==> config.mk <==
export PLATFORM = sky130hd
export DESIGN_NAME = apd_top
export DESIGN_NICKNAME = d
export VERILOG_FILES = /design/src/rtl/apd_pkg.sv /design/src/rtl/apd_slot_cmp.sv /design/src/rtl/apd_queue_scan.sv /design/src/rtl/apd_policy.sv /design/src/rtl/apd_top.sv
export SDC_FILE = /design/constraint.sdc
export NUM_CORES = 1
export LEC_CHECK = 0
export BUFFER_PORTS_ARGS = -buffer_cell sky130_fd_sc_hd__buf_2
export CAP_MARGIN = 20
export CORE_MARGIN = 3
export CORE_UTILIZATION = 39
export DETAILED_ROUTE_END_ITERATION = 12
export PLACE_DENSITY_LB_ADDON = 0.2
export SYNTH_ARGS = -nofsm -noshare
export SYNTH_HDL_FRONTEND = slang
export SYNTH_HIERARCHICAL = 1
export SYNTH_SLANG_ARGS = --single-unit
==> constraint.sdc <==
create_clock -name clk -period 1.9 [get_ports clk]
set_input_delay 0.285 -clock clk [delete_from_list [all_inputs] [get_ports clk]]
set_output_delay 0.285 -clock clk [all_outputs]
set_load 0.05 [all_outputs]
==> src/rtl/apd_pkg.sv <==
package apd_pkg;

  typedef enum logic [1:0] {
    PG_OPEN        = 2'd0,
    PG_OPEN_ADAPT  = 2'd1,
    PG_CLOSE       = 2'd2,
    PG_CLOSE_ADAPT = 2'd3
  } page_mode_e;

  // Access limit reached: a zero limit means unlimited.
  function automatic logic limit_reached(input int unsigned cnt,
                                         input int unsigned lim);
    return (lim != 0) && (cnt >= lim);
  endfunction

  // Adaptive choice: keep open on any hit; otherwise close on a conflict,
  // or always when the policy leans toward closing.
  function automatic logic adaptive_close(input logic hit,
                                          input logic conf,
                                          input logic lean_close);
    return !hit && (conf || lean_close);
  endfunction

endpackage

==> src/rtl/apd_slot_cmp.sv <==
module apd_slot_cmp #(
  parameter int RANK_W = 2,
  parameter int BANK_W = 3,
  parameter int ROW_W  = 14,
  parameter int CHAN_W = 1
) (
  input  logic              slot_vld,
  input  logic              slot_excl,
  input  logic [RANK_W-1:0] slot_rank,
  input  logic [BANK_W-1:0] slot_bank,
  input  logic [ROW_W-1:0]  slot_row,
  input  logic [CHAN_W-1:0] slot_chan,
  input  logic [RANK_W-1:0] req_rank,
  input  logic [BANK_W-1:0] req_bank,
  input  logic [ROW_W-1:0]  req_row,
  input  logic [CHAN_W-1:0] req_chan,
  output logic              is_hit,
  output logic              is_conf
);
  logic eligible;
  logic same_bank;
  logic same_row;

  always_comb begin
    eligible  = slot_vld && !slot_excl && (slot_chan == req_chan);
    same_bank = (slot_rank == req_rank) && (slot_bank == req_bank);
    same_row  = (slot_row == req_row);
    is_hit    = eligible && same_bank && same_row;
    is_conf   = eligible && same_bank && !same_row;
  end
endmodule

==> src/rtl/apd_queue_scan.sv <==
module apd_queue_scan #(
  parameter int SLOTS  = 8,
  parameter int RANK_W = 2,
  parameter int BANK_W = 3,
  parameter int ROW_W  = 14,
  parameter int CHAN_W = 1,
  localparam int IDX_W = (SLOTS > 1) ? $clog2(SLOTS) : 1
) (
  input  logic [SLOTS-1:0]        q_valid,
  input  logic [SLOTS*RANK_W-1:0] q_rank,
  input  logic [SLOTS*BANK_W-1:0] q_bank,
  input  logic [SLOTS*ROW_W-1:0]  q_row,
  input  logic [SLOTS*CHAN_W-1:0] q_chan,
  input  logic [RANK_W-1:0]       req_rank,
  input  logic [BANK_W-1:0]       req_bank,
  input  logic [ROW_W-1:0]        req_row,
  input  logic [CHAN_W-1:0]       req_chan,
  input  logic                    self_en,
  input  logic [IDX_W-1:0]        self_idx,
  output logic                    any_hit,
  output logic                    any_conf
);
  logic [SLOTS-1:0] hit_vec;
  logic [SLOTS-1:0] conf_vec;

  for (genvar i = 0; i < SLOTS; i++) begin : g_slot
    logic excl;
    assign excl = self_en && (self_idx == IDX_W'(i));
    apd_slot_cmp #(
      .RANK_W(RANK_W), .BANK_W(BANK_W), .ROW_W(ROW_W), .CHAN_W(CHAN_W)
    ) u_cmp (
      .slot_vld (q_valid[i]),
      .slot_excl(excl),
      .slot_rank(q_rank[i*RANK_W +: RANK_W]),
      .slot_bank(q_bank[i*BANK_W +: BANK_W]),
      .slot_row (q_row[i*ROW_W +: ROW_W]),
      .slot_chan(q_chan[i*CHAN_W +: CHAN_W]),
      .req_rank (req_rank),
      .req_bank (req_bank),
      .req_row  (req_row),
      .req_chan (req_chan),
      .is_hit   (hit_vec[i]),
      .is_conf  (conf_vec[i])
    );
  end

  assign any_hit  = |hit_vec;
  assign any_conf = |conf_vec;
endmodule

==> src/rtl/apd_policy.sv <==
module apd_policy
  import apd_pkg::*;
(
  input  page_mode_e mode,
  input  logic       forced,
  input  logic       any_hit,
  input  logic       any_conf,
  output logic       close_row
);
  always_comb begin
    if (forced) begin
      close_row = 1'b1;
    end else begin
      unique case (mode)
        PG_OPEN:        close_row = 1'b0;
        PG_CLOSE:       close_row = 1'b1;
        PG_OPEN_ADAPT:  close_row = adaptive_close(any_hit, any_conf, 1'b0);
        PG_CLOSE_ADAPT: close_row = adaptive_close(any_hit, any_conf, 1'b1);
        default:        close_row = 1'b0;
      endcase
    end
  end
endmodule

==> src/rtl/apd_top.sv <==
module apd_top
  import apd_pkg::*;
#(
  parameter int SLOTS  = 8,
  parameter int RANK_W = 2,
  parameter int BANK_W = 3,
  parameter int ROW_W  = 14,
  parameter int CHAN_W = 1,
  parameter int CNT_W  = 8,
  localparam int IDX_W = (SLOTS > 1) ? $clog2(SLOTS) : 1
) (
  input  logic                    clk,
  input  logic                    rst_n,
  input  logic                    req_valid,
  input  logic [RANK_W-1:0]       req_rank,
  input  logic [BANK_W-1:0]       req_bank,
  input  logic [ROW_W-1:0]        req_row,
  input  logic [CHAN_W-1:0]       req_chan,
  input  logic                    req_self_en,
  input  logic [IDX_W-1:0]        req_self_idx,
  input  logic [CNT_W-1:0]        row_acc_cnt,
  input  logic [CNT_W-1:0]        row_acc_limit,
  input  logic [1:0]              page_mode,
  input  logic [SLOTS-1:0]        q_valid,
  input  logic [SLOTS*RANK_W-1:0] q_rank,
  input  logic [SLOTS*BANK_W-1:0] q_bank,
  input  logic [SLOTS*ROW_W-1:0]  q_row,
  input  logic [SLOTS*CHAN_W-1:0] q_chan,
  output logic                    dec_valid,
  output logic                    dec_autopre
);
  // Named internal events, observed by the bound checker.
  logic lim_forced;
  logic any_hit;
  logic any_conf;
  logic close_row;

  assign lim_forced = limit_reached(32'(row_acc_cnt), 32'(row_acc_limit));

  apd_queue_scan #(
    .SLOTS(SLOTS), .RANK_W(RANK_W), .BANK_W(BANK_W),
    .ROW_W(ROW_W), .CHAN_W(CHAN_W)
  ) u_scan (
    .q_valid (q_valid),
    .q_rank  (q_rank),
    .q_bank  (q_bank),
    .q_row   (q_row),
    .q_chan  (q_chan),
    .req_rank(req_rank),
    .req_bank(req_bank),
    .req_row (req_row),
    .req_chan(req_chan),
    .self_en (req_self_en),
    .self_idx(req_self_idx),
    .any_hit (any_hit),
    .any_conf(any_conf)
  );

  apd_policy u_policy (
    .mode     (page_mode_e'(page_mode)),
    .forced   (lim_forced),
    .any_hit  (any_hit),
    .any_conf (any_conf),
    .close_row(close_row)
  );

  always_ff @(posedge clk) begin
    if (!rst_n) begin
      dec_valid   <= 1'b0;
      dec_autopre <= 1'b0;
    end else begin
      dec_valid   <= req_valid;
      dec_autopre <= req_valid && close_row;
    end
  end
endmodule

==> impl_metrics.ini <==
[logic_synthesis]
syn-cell-area_um2 = 2380
synth_top_cell_area_share = 0.354
yosysSeqAreaShare = 0.0169
yosys.area.top_type = xnor2_1
avgSynthCellArea_um2 = 8.03
postSynthCellCount = 296
synth-seq-cells = 2
postSynth.asyncResetShare = 0
synth_warnings = 6
synth_edf_count = 0
synth_ff_type = dfxtp_1
synth.area.top_cells = xnor2_1 (35%), xor2_1 (24%), nor4_2 (8.4%), nand4_1 (6.3%), ha_1 (4.2%)
synth_nets = 517
ys_types = 25

[clock_tree]
cts-hold-fix-buffers = 0
numCtsBuffers = 3
cts_tree = done
clk_path_buf_depth = 2
clk_pin_slew_ns = 0.03
clock-sinks = 2
htreeDepth = 1
cts-root-buf = clkbuf_8

[worst_setup_path]
crit_chain = buf_12 > xnor2_2 > nand4_1 > nor2_1 > a41oi_2 > nor4_2 > nand2_1 > a211oi_2 > a31oi_1 > and3_1
cp_num_buf_inv = 1
cp_max_fo = 7
crit_arrival_ns = 1.99
startpoint = req_row[13]
worst_ep_required_time_ns = 2.00
cp_slowest_cell = nor4_2
path_class = primary input to flip-flop
startpoint_type = primary input
slowest_delay_ns = 0.30
cp_top_family = simple AND/OR/NAND/NOR gates
worst_setup_path_end_kind = flip-flop

[detailed_routing]
vias = 3156
totalWireLength_um = 10000
dr.pass1.iters = 4
via_per_inst = 5.12
drc = 0
first_iter_violations = 93
final_antenna_net_count = 0
detail_route.wl_per_cell_um = 16.2

[global_routing]
gr-usage-all-layers = 0.241
grt_pass1_vias = 3271
grt_pass1_wl_um = 14100
grt_overflow = 0
grt_max_degree = 9
antenna_found_initial = 0

[finish]
nFillCells = 455
diodes = 0
layout_common_cells = buf_2 (199), xnor2_1 (80), xor2_1 (57), buf_4 (29), nand4_1 (24)
regArea_um2 = 40.0
mostFrequentLayoutCell = buf_2
area_delta_synth_final_pct = 78.3
final_nets = 768
final_util = 0.742
multiInputGateArea_um2 = 2580
drive_gt1_frac = 0.552

[pwr]
power.share.clock = 0.145
p_comb_frac = 0.815
p_switching_uw = 467
power.leakage_nw = 1.91
netSwitchingFraction = 0.408
seqPwrFrac = 0.040
power.density_nw_per_um2 = 271
p_int_uw = 679
ir_worst_vdd_uv = 378

[sta]
final-setup-viol-count = 0
hold_viol = 0
fin_crit_sh = 0.993
worst_pin_slew_ns = 0.371
holdWs_ns = 0.314
slew_headroom = 0.750
rsz0062_at_grt = true
period_needed_ns = 1.89
clock.fmax_mhz = 530
drv_slew = 0

[floorplanning]
die_y_um = 84.1
die_width_um = 84.1
dieArea_um2 = 7070
num_rows = 27
core-area_um2 = 5710
ios = 215
initial_core_util = 0.416

[status]
status = finished clean

[place]
gp_congestion = 0.879
port_buffers = 214
dp_hpwl_um = 8100

[job]
maxCapViolations = 0

[worst_hold_path]
worstHoldStart = req_valid
hold_class = primary input to flip-flop
==> worst paths after layout <==
| check | slack, ns | cells after the start | end |
|---|---|---|---|
| setup / recovery | 0.01 | 10 | dec_autopre |
| hold / removal | 0.31 | 2 | dec_valid |
==> through the flow <==
step           std cells  area [um2]  total power [mW]  worst slack (ns)  TNS [ns]
3_3_place_gp         606        3720             0.825            -0.231    -0.231
4_1_cts              609        3760              1.02           0.00379         0
2_1_floorplan        296        2380             0.429             0.189         0
3_5_place_dp         606        3720             0.845            -0.235    -0.235
6_report             617        4240              1.15            0.0125         0
5_1_grt              617        4240              1.23            -0.119    -0.119
==> power by group through the flow <==
stage	clock network (mW)	logic (mW)	registers [mW]
floorplan	0	0.374	0.0550
detailed placement	0	0.799	0.0460
global placement	0	0.779	0.0458
finish	0.167	0.934	0.0456
global route	0.174	1.01	0.0456
CTS	0.169	0.807	0.0456
==> state kept, by name, indices dropped and copies added (netlist names) <==
register,flops
dec_autopre,1
dec_valid,1
==> synthesized netlist by cell type (4+ instances only) <==
library cell  count
inv_1            11
nand4_1          24
xnor2_1          96
nor4_2           16
nor4_1            6
nand3_1          10
nor3_1           10
nor3b_1           8
nand2_1           4
a41oi_1           8
xor2_1           64
nor2_1           14
ha_1              8
==> kinds of logic (layout without fill, tap and decap cells) <==
kind of cell | after synthesis | after routing | share of synthesized area
XOR/XNOR | 160 | 160 | 0.590
AND/OR/NAND/NOR | 99 | 99 | 0.282
AO/OA/AOI/OAI | 16 | 16 | 0.0516
buffers and inverters | 11 | 260 | 0.0174
flip-flops | 2 | 2 | 0.0169
adder cells (fa/ha/maj) | 8 | 8 | 0.0421
==> metal layers <==
| layer | share of wire | global-route usage |
|---|---|---|
| met5 | 0 | 0 |
| met4 | 0.028 | 0.0497 |
| met3 | 0.074 | 0.0434 |
| met2 | 0.54 | 0.484 |
| met1 | 0.36 | 0.255 |
==> final cells by class <==
cell class              count  share of cell area
multi-input cells         283               0.608
repair buffers            246               0.342
well taps                  72              0.0213
clock buffers               3             0.00975
inverters                  11             0.00975
flip-flops and latches      2             0.00945
==> what timing repair did <==
item / 4_1_cts / 5_1_grt
setup endpoints to repair: 1 / 1
resized for setup: 2 / 84
setup buffers: 0 / 8
pin swaps: 5 / 49
No activity file was read; power rests on OpenSTA's default activity.
